### config.mk
export PLATFORM = sky130hd
export DESIGN_NAME = fft8_engine
export DESIGN_NICKNAME = d
export VERILOG_FILES = /design/src/rtl/fft8_pkg.sv /design/src/rtl/fft8_twiddle.sv /design/src/rtl/fft8_bfly.sv /design/src/rtl/fft8_engine.sv
export SDC_FILE = /design/constraint.sdc
export NUM_CORES = 2
export LEC_CHECK = 0
export ABC_AREA = 0
export CAP_MARGIN = 20
export CORE_ASPECT_RATIO = 1.25
export CORE_MARGIN = 2
export CORE_UTILIZATION = 35
export DETAILED_ROUTE_END_ITERATION = 7
export PLACE_DENSITY = 0.49
export SLEW_MARGIN = 25
export SYNTH_ARGS = -nofsm -noshare
export SYNTH_HDL_FRONTEND = slang
export SYNTH_HIERARCHICAL = 1
export SYNTH_SLANG_ARGS = --single-unit
### constraint.sdc
create_clock -name clk -period 17.15 [get_ports clk]
set_input_delay 3.43 -clock clk [delete_from_list [all_inputs] [get_ports clk]]
set_output_delay 3.43 -clock clk [all_outputs]
set_load 0.01 [all_outputs]
### src/rtl/fft8_pkg.sv
package fft8_pkg;

    typedef enum logic [1:0] {
        ST_IDLE = 2'd0,
        ST_LOAD = 2'd1,
        ST_CALC = 2'd2,
        ST_DONE = 2'd3
    } fft8_state_e;

    function automatic logic [2:0] fft8_bitrev(input logic [2:0] idx);
        return {idx[0], idx[1], idx[2]};
    endfunction

endpackage

### src/rtl/fft8_twiddle.sv
module fft8_twiddle #(
    parameter int TW = 16
) (
    input  logic [1:0]           k,
    output logic signed [TW-1:0] w_re,
    output logic signed [TW-1:0] w_im
);
    // Unity is 2^(TW-2); the diagonal value is unity * sqrt(0.5), rounded.
    localparam int                   ONE_I = 1 << (TW - 2);
    localparam logic signed [TW-1:0] ONE   = TW'(ONE_I);
    localparam logic signed [TW-1:0] DIAG  = TW'($rtoi(real'(ONE_I) * 0.7071067811865476 + 0.5));

    // Entries hold cos(2*pi*k/8) and -sin(2*pi*k/8) for k = 0..3.
    always_comb begin
        unique case (k)
            2'd0: begin w_re = ONE;   w_im = '0;    end
            2'd1: begin w_re = DIAG;  w_im = -DIAG; end
            2'd2: begin w_re = '0;    w_im = -ONE;  end
            2'd3: begin w_re = -DIAG; w_im = -DIAG; end
        endcase
    end
endmodule

### src/rtl/fft8_bfly.sv
module fft8_bfly #(
    parameter int DW = 16,
    parameter int TW = 16
) (
    input  logic                 scale,
    input  logic signed [DW-1:0] a_re,
    input  logic signed [DW-1:0] a_im,
    input  logic signed [DW-1:0] b_re,
    input  logic signed [DW-1:0] b_im,
    input  logic signed [TW-1:0] w_re,
    input  logic signed [TW-1:0] w_im,
    output logic signed [DW-1:0] x_re,
    output logic signed [DW-1:0] x_im,
    output logic signed [DW-1:0] y_re,
    output logic signed [DW-1:0] y_im
);
    localparam int PW = DW + TW;   // full product width
    localparam int FR = TW - 2;    // twiddle fraction bits

    logic signed [PW-1:0] m_rr, m_ii, m_ri, m_ir;
    logic signed [DW:0]   p_re, p_im;
    logic signed [DW+1:0] s_xr, s_xi, s_yr, s_yi;

    assign m_rr = PW'(w_re) * PW'(b_re);
    assign m_ii = PW'(w_im) * PW'(b_im);
    assign m_ri = PW'(w_re) * PW'(b_im);
    assign m_ir = PW'(w_im) * PW'(b_re);

    // Complex product W*b, back to the data scale (one growth bit kept).
    assign p_re = (DW+1)'((m_rr - m_ii) >>> FR);
    assign p_im = (DW+1)'((m_ri + m_ir) >>> FR);

    // The mirrored twiddle W^(k+4) = -W^k gives the lower output by subtraction.
    assign s_xr = (DW+2)'(a_re) + (DW+2)'(p_re);
    assign s_xi = (DW+2)'(a_im) + (DW+2)'(p_im);
    assign s_yr = (DW+2)'(a_re) - (DW+2)'(p_re);
    assign s_yi = (DW+2)'(a_im) - (DW+2)'(p_im);

    assign x_re = scale ? DW'(s_xr >>> 1) : DW'(s_xr);
    assign x_im = scale ? DW'(s_xi >>> 1) : DW'(s_xi);
    assign y_re = scale ? DW'(s_yr >>> 1) : DW'(s_yr);
    assign y_im = scale ? DW'(s_yi >>> 1) : DW'(s_yi);
endmodule

### src/rtl/fft8_engine.sv
module fft8_engine
    import fft8_pkg::*;
#(
    parameter int DW = 16,
    parameter int TW = 16
) (
    input  logic                 clk,
    input  logic                 rst_n,
    input  logic                 start,
    input  logic                 scale_en,
    input  logic                 in_valid,
    input  logic signed [DW-1:0] in_re,
    input  logic signed [DW-1:0] in_im,
    output logic                 busy,
    output logic                 done,
    input  logic [2:0]           rd_idx,
    output logic signed [DW-1:0] rd_re,
    output logic signed [DW-1:0] rd_im
);
    localparam int NPT   = 8;
    localparam int LOGN  = $clog2(NPT);
    localparam int NBF   = NPT / 2;
    localparam int NSTEP = LOGN * NBF;
    localparam int CW    = $clog2(NSTEP);

    fft8_state_e state_q, state_d;
    logic [CW-1:0] cnt_q;
    logic          scale_q;

    logic signed [DW-1:0] mem_re [NPT];
    logic signed [DW-1:0] mem_im [NPT];

    logic [1:0]           stg, bfi, tw_k;
    logic [LOGN-1:0]      top, bot;
    logic signed [TW-1:0] w_re, w_im;
    logic signed [DW-1:0] x_re, x_im, y_re, y_im;

    // State register
    always_ff @(posedge clk or negedge rst_n) begin
        if (!rst_n) state_q <= ST_IDLE;
        else        state_q <= state_d;
    end

    // Transitions
    always_comb begin
        state_d = state_q;
        unique case (state_q)
            ST_IDLE: if (start) state_d = ST_LOAD;
            ST_LOAD: if (in_valid && cnt_q == CW'(NPT - 1)) state_d = ST_CALC;
            ST_CALC: if (cnt_q == CW'(NSTEP - 1)) state_d = ST_DONE;
            ST_DONE: state_d = ST_IDLE;
        endcase
    end

    // Outputs
    always_comb begin
        busy = 1'b0;
        done = 1'b0;
        unique case (state_q)
            ST_IDLE: ;
            ST_LOAD: busy = 1'b1;
            ST_CALC: busy = 1'b1;
            ST_DONE: done = 1'b1;
        endcase
    end

    // Sample / butterfly counter and scale capture
    always_ff @(posedge clk or negedge rst_n) begin
        if (!rst_n) begin
            cnt_q   <= '0;
            scale_q <= 1'b0;
        end else begin
            unique case (state_q)
                ST_IDLE: begin
                    cnt_q <= '0;
                    if (start) scale_q <= scale_en;
                end
                ST_LOAD: if (in_valid) cnt_q <= (cnt_q == CW'(NPT - 1)) ? '0 : cnt_q + 1'b1;
                ST_CALC: cnt_q <= (cnt_q == CW'(NSTEP - 1)) ? '0 : cnt_q + 1'b1;
                ST_DONE: cnt_q <= '0;
            endcase
        end
    end

    // Butterfly addressing: stage in the upper counter bits, butterfly in the lower.
    assign stg = cnt_q[CW-1:2];
    assign bfi = cnt_q[1:0];

    always_comb begin
        unique case (stg)
            2'd0: begin top = {bfi, 1'b0};              bot = {bfi, 1'b1};              tw_k = 2'd0;          end
            2'd1: begin top = {bfi[1], 1'b0, bfi[0]};   bot = {bfi[1], 1'b1, bfi[0]};   tw_k = {bfi[0], 1'b0}; end
            2'd2: begin top = {1'b0, bfi};              bot = {1'b1, bfi};              tw_k = bfi;           end
            2'd3: begin top = '0;                       bot = '0;                       tw_k = 2'd0;          end
        endcase
    end

    fft8_twiddle #(.TW(TW)) u_tw (
        .k    (tw_k),
        .w_re (w_re),
        .w_im (w_im)
    );

    fft8_bfly #(.DW(DW), .TW(TW)) u_bfly (
        .scale (scale_q),
        .a_re  (mem_re[top]),
        .a_im  (mem_im[top]),
        .b_re  (mem_re[bot]),
        .b_im  (mem_im[bot]),
        .w_re  (w_re),
        .w_im  (w_im),
        .x_re  (x_re),
        .x_im  (x_im),
        .y_re  (y_re),
        .y_im  (y_im)
    );

    // In-place sample store: bit-reversed writes while loading, butterfly writes while computing.
    always_ff @(posedge clk or negedge rst_n) begin
        if (!rst_n) begin
            for (int i = 0; i < NPT; i++) begin
                mem_re[i] <= '0;
                mem_im[i] <= '0;
            end
        end else if (state_q == ST_LOAD && in_valid) begin
            mem_re[fft8_bitrev(cnt_q[LOGN-1:0])] <= in_re;
            mem_im[fft8_bitrev(cnt_q[LOGN-1:0])] <= in_im;
        end else if (state_q == ST_CALC) begin
            mem_re[top] <= x_re;
            mem_im[top] <= x_im;
            mem_re[bot] <= y_re;
            mem_im[bot] <= y_im;
        end
    end

    assign rd_re = mem_re[rd_idx];
    assign rd_im = mem_im[rd_idx];
endmodule

==> results <==
- The number of slew-limit violations in the final report was 0.
- The count of distinct cell types in the synthesized netlist is 95.
- The CTS tree is yes.
- Clock-pin slew was measured on the worst setup and hold paths at 80 ps.
- STA classifies the critical path startpoint as a flip-flop.
- The detailed-routing iteration count for the pre-antenna-repair pass is 8.
- Across the run, the number of max-cap violations was 0.
- The largest fanout on the critical path is 19.
- The clock sink total is 263.
- Data on the critical path arrives at its endpoint at 15610 ps.
- Leaving out fill and tap cells, the most frequent cell in the layout is sky130_fd_sc_hd__inv_1.
- In the finished design, the share of the clock period the worst path needs comes to 87.86%.
- The CTS H-tree depth is 1.
- At the end of the flow, the number of nets in the layout was 8043.
- The fraction of the core area covered by cells at the end of the flow is 37.46%.
- The synthesized-area fraction occupied by and/or/nand/nor cells is 12.73%.
- Measured against its own limit, the worst slew margin works out to 17.72%.
- The adder-cell area share of the yosys netlist is 42.91%.
- The number of buffers inserted during clock tree synthesis is 28.
- The initial antenna violation count came to 1.
- Among all stages on the critical path, the largest delay is contributed by sky130_fd_sc_hd__mux2i_1.
- The maximum count of clock buffers along a single path is 3.
- The synthesized flop and latch total is 263.
- In the final routed layout, each cell accounts on average for 25.32 um.
- The register area share after synthesis is 10.41%.
- The post-route netlist has 8.808% of its cells at a drive strength greater than 1.
- The vertical extent of the die is 479.2 um.
- Global routing used 24.85% of the available tracks across all layers.
- STA classifies the critical path endpoint as a flip-flop.
- Multiplexer cells account for 8.171% of the synthesized area.
- The number of enable-type register cells in the synthesized netlist is 0.
- The chip width is 384.2 um.
- The total count of hold-check failures in the final report is 0.
- The die covers 0.1841 sq mm.
- For the worst-skew pair, the clock arrives at the later sink with an insertion delay of 610 ps.
- The placed instances occupy a cell area of 0.06637 sq mm.
- For this run, asynchronously set or reset flops after synthesis account for 100.0%.
- The number of DRC markers in iteration 0 is 4148.
- The critical register-to-register path endpoint is mem_im[78].
- The number of buffers added to fix hold violations after cts is 0.
- The wire length of the first global-routing pass is 344400 um.
- In the synthesized netlist the dominant register cell turns out to be sky130_fd_sc_hd__dfrtp_1.
- Detailed placement ended at an HPWL of 159200 um.
- The most numerous cell type found on the critical path is sky130_fd_sc_hd__fa_1.
- The number of gates resized after CTS is 0.
- Once placement completed, the tool counted placed cells totaling 8855.
- Across all register-to-register paths, the minimum setup slack is 2080 ps.
- The worst hold path passes through 2 cells.
- The number of remaining DRC errors is 0.
- 74 I/O pins were placed.
- After synthesis the cells add up to 0.06324 sq mm.
- For the final routed database, the setup TNS stands at 0 ps.
- Of the total synthesized cell area, the portion taken by XOR and XNOR cells is 2.196%.
- The via total after detailed routing is 49338.
- Setup repair after global routing left no endpoint under its margin.
- At the end of routability-driven placement, the weighted congestion stood at 0.8942.
- The number of global-route vias before repair was 53807.
- The total overflow left after global routing is 0.
- For hold timing, the worst endpoint is mem_re[114].
- The layout overhead on the synthesized area is 6.395%.
- The worst path in the final design needs a cycle of 15070 ps, including I/O delays and setup.
- The upper clock frequency limit is 0.06636 GHz.
- The effective utilization at floorplan is 35.21%.
- The floorplan core area is 0.1796 sq mm.
- Setup violations remaining at the end of the flow were counted as 0.
- Once detail routing completed, the nets flagged for antenna violations numbered 0.
- The path category of the worst min-delay check is flip-flop to flip-flop.
- Each instance of the synthesized netlist takes up on average 9.283 sq um.
- The top cell types in the final layout, fill and taps aside, are sky130_fd_sc_hd__inv_1, sky130_fd_sc_hd__fa_1, sky130_fd_sc_hd__nand2_1.
- The delay contributed by the slowest stage of the critical path is 910 ps.
- The total number of yosys warnings is 6.
- The measured slew at the worst slew-check pin is 1200 ps.
- Synthesis produced a netlist whose cell count is 6812.
- For the worst setup path, the data required time is 17690 ps.
- The placement row count is 174.
- After synthesis, the largest family of logic cells by area is adder cells.
- Summing the areas of all compound-gate instances in the mapped netlist gives 11.77% of the synthesized area.
- The final standard cell count with taps included and fillers excluded is 8906.
- The flow ran to the end, and the final reports show no timing, DRC or antenna violations.
- Entering global routing, the biggest net connects 133 pins.
- The worst setup path is of the flip-flop to flip-flop kind.
- Once layout is done, the placed cells without fillers occupy 0.06728 sq mm.
- The number of post-CTS setup repair buffers is 0.
- The beginning of the worst register-to-register path is cnt_q[2].
- After detailed routing, the number of vias per cell comes to 5.540.
- The tree is rooted in a sky130_fd_sc_hd__clkbuf_16.
- The maximum clock skew at final layout is 18.96 ps.
- The number of port buffers is 73.
- The routed design has 225500 um of wire.
- The worst hold path begins at mem_re[114].
- The worst-case reg-to-reg path depth is 47.
==> registers in the layout, summed over array words and instances, names as in the netlist <==
signal   cells
cnt_q        4
mem_re     128
scale_q      1
state_q      2
mem_im     128
==> routing by layer <==
metal / wire length (um) / track usage [%] / up-vias
li1: - / - / 21066
met1: 84520 / 29.87 / 25605
met2: 114400 / 44.07 / 2044
met3: 14630 / 3.144 / 621
met4: 11940 / 11.16 / 2
met5: 15 / 0 / -
==> final cells by class <==
type                    instances  area (sq um)
diodes                          2         5.005
clock buffers                  41         830.8
clock inverters                 8         72.57
fillers                     18328        112300
inverters                    1343          5041
multi-input cells            4640         49820
flip-flops and latches        263          6586
well taps                    2376          2973
repair buffers                233          1958
==> cell families (layout without fill, tap and decap cells) <==
group	count (synthesis)	in the layout
muxes	407	407
DFF	263	263
adders and majority gates	1495	1495
xor gates and xnor gates	157	157
buffers and inverters	1913	1625
other	1	7
AOI/OAI and AO/OA	1010	1010
and+or+nand+nor	1566	1566
==> how the worst max path moves through the flow <==
stage,cells past startpoint,to,startpoint
finish,47,mem_im[78],cnt_q[2]
global route,46,mem_im[78],cnt_q[2]
CTS,47,mem_im[30],cnt_q[2]
detailed placement,47,mem_im[30],cnt_q[2]
global placement,47,mem_im[78],cnt_q[2]
floorplan,54,mem_im[94],cnt_q[2]
==> stage by stage <==
step                hold slack, ps  setup slack, ps
floorplan                    477.4             5073
global placement             517.6             2609
detailed placement           525.9             2358
CTS                          543.1             2356
global route                 557.5             1469
finish                       539.5             2081
==> cells in the mapped netlist (6+ instances only) <==
| master | instances | area share (%) |
|---|---|---|
| sky130_fd_sc_hd__nand2_1 | 625 | 3.7 |
| sky130_fd_sc_hd__fa_1 | 1123 | 36 |
| sky130_fd_sc_hd__a221o_1 | 84 | 1.3 |
| sky130_fd_sc_hd__buf_1 | 56 | 0.33 |
| sky130_fd_sc_hd__xnor2_1 | 128 | 1.8 |
| sky130_fd_sc_hd__o2111ai_1 | 18 | 0.25 |
| sky130_fd_sc_hd__nand2b_1 | 34 | 0.34 |
| sky130_fd_sc_hd__nand3_1 | 67 | 0.53 |
| sky130_fd_sc_hd__mux2i_1 | 109 | 1.7 |
| sky130_fd_sc_hd__and3_1 | 56 | 0.55 |
| sky130_fd_sc_hd__clkbuf_1 | 391 | 2.3 |
| sky130_fd_sc_hd__o31ai_1 | 6 | 0.071 |
| sky130_fd_sc_hd__xor2_1 | 28 | 0.39 |
| sky130_fd_sc_hd__inv_1 | 1340 | 8.0 |
| sky130_fd_sc_hd__o21bai_1 | 16 | 0.19 |
| sky130_fd_sc_hd__a21oi_1 | 83 | 0.66 |
| sky130_fd_sc_hd__o211a_1 | 23 | 0.36 |
| sky130_fd_sc_hd__o22a_1 | 25 | 0.35 |
| sky130_fd_sc_hd__o21a_1 | 8 | 0.095 |
| sky130_fd_sc_hd__ha_1 | 371 | 7.3 |
| sky130_fd_sc_hd__mux2_1 | 23 | 0.41 |
| sky130_fd_sc_hd__a21o_1 | 18 | 0.21 |
| sky130_fd_sc_hd__o21ai_1 | 39 | 0.31 |
| sky130_fd_sc_hd__or3_1 | 6 | 0.059 |
| sky130_fd_sc_hd__nor2b_1 | 62 | 0.61 |
| sky130_fd_sc_hd__a32o_1 | 18 | 0.28 |
| sky130_fd_sc_hd__a22oi_1 | 167 | 2.0 |
| sky130_fd_sc_hd__and4_1 | 20 | 0.28 |
| sky130_fd_sc_hd__o221ai_1 | 37 | 0.51 |
| sky130_fd_sc_hd__nor3_1 | 33 | 0.26 |
| sky130_fd_sc_hd__nor2_1 | 83 | 0.49 |
| sky130_fd_sc_hd__mux4_2 | 64 | 2.3 |
| sky130_fd_sc_hd__dfrtp_1 | 263 | 10 |
| sky130_fd_sc_hd__o21ai_0 | 240 | 1.9 |
| sky130_fd_sc_hd__a221oi_1 | 48 | 0.66 |
| sky130_fd_sc_hd__o211ai_1 | 17 | 0.20 |
| sky130_fd_sc_hd__mux2_2 | 211 | 3.8 |
| sky130_fd_sc_hd__buf_4 | 41 | 0.49 |
| sky130_fd_sc_hd__buf_2 | 78 | 0.62 |
| sky130_fd_sc_hd__a22o_1 | 16 | 0.22 |
| sky130_fd_sc_hd__and2_1 | 543 | 5.4 |
| sky130_fd_sc_hd__a32oi_1 | 96 | 1.3 |
==> critical path, delay by kind of cell (launching register included) <==
kind | cells | cell delay (ps)
buf+inv | 9 | 1510
simple gates | 6 | 2740
mux | 2 | 1080
xor+xnor | 2 | 370
flops | 1 | 590
compound gates | 18 | 4150
fa+ha+maj | 10 | 4480
Power is left out: the tool's default activity adds up to more than one toggle a clock period on the data nets, which glitch-free logic cannot reach.
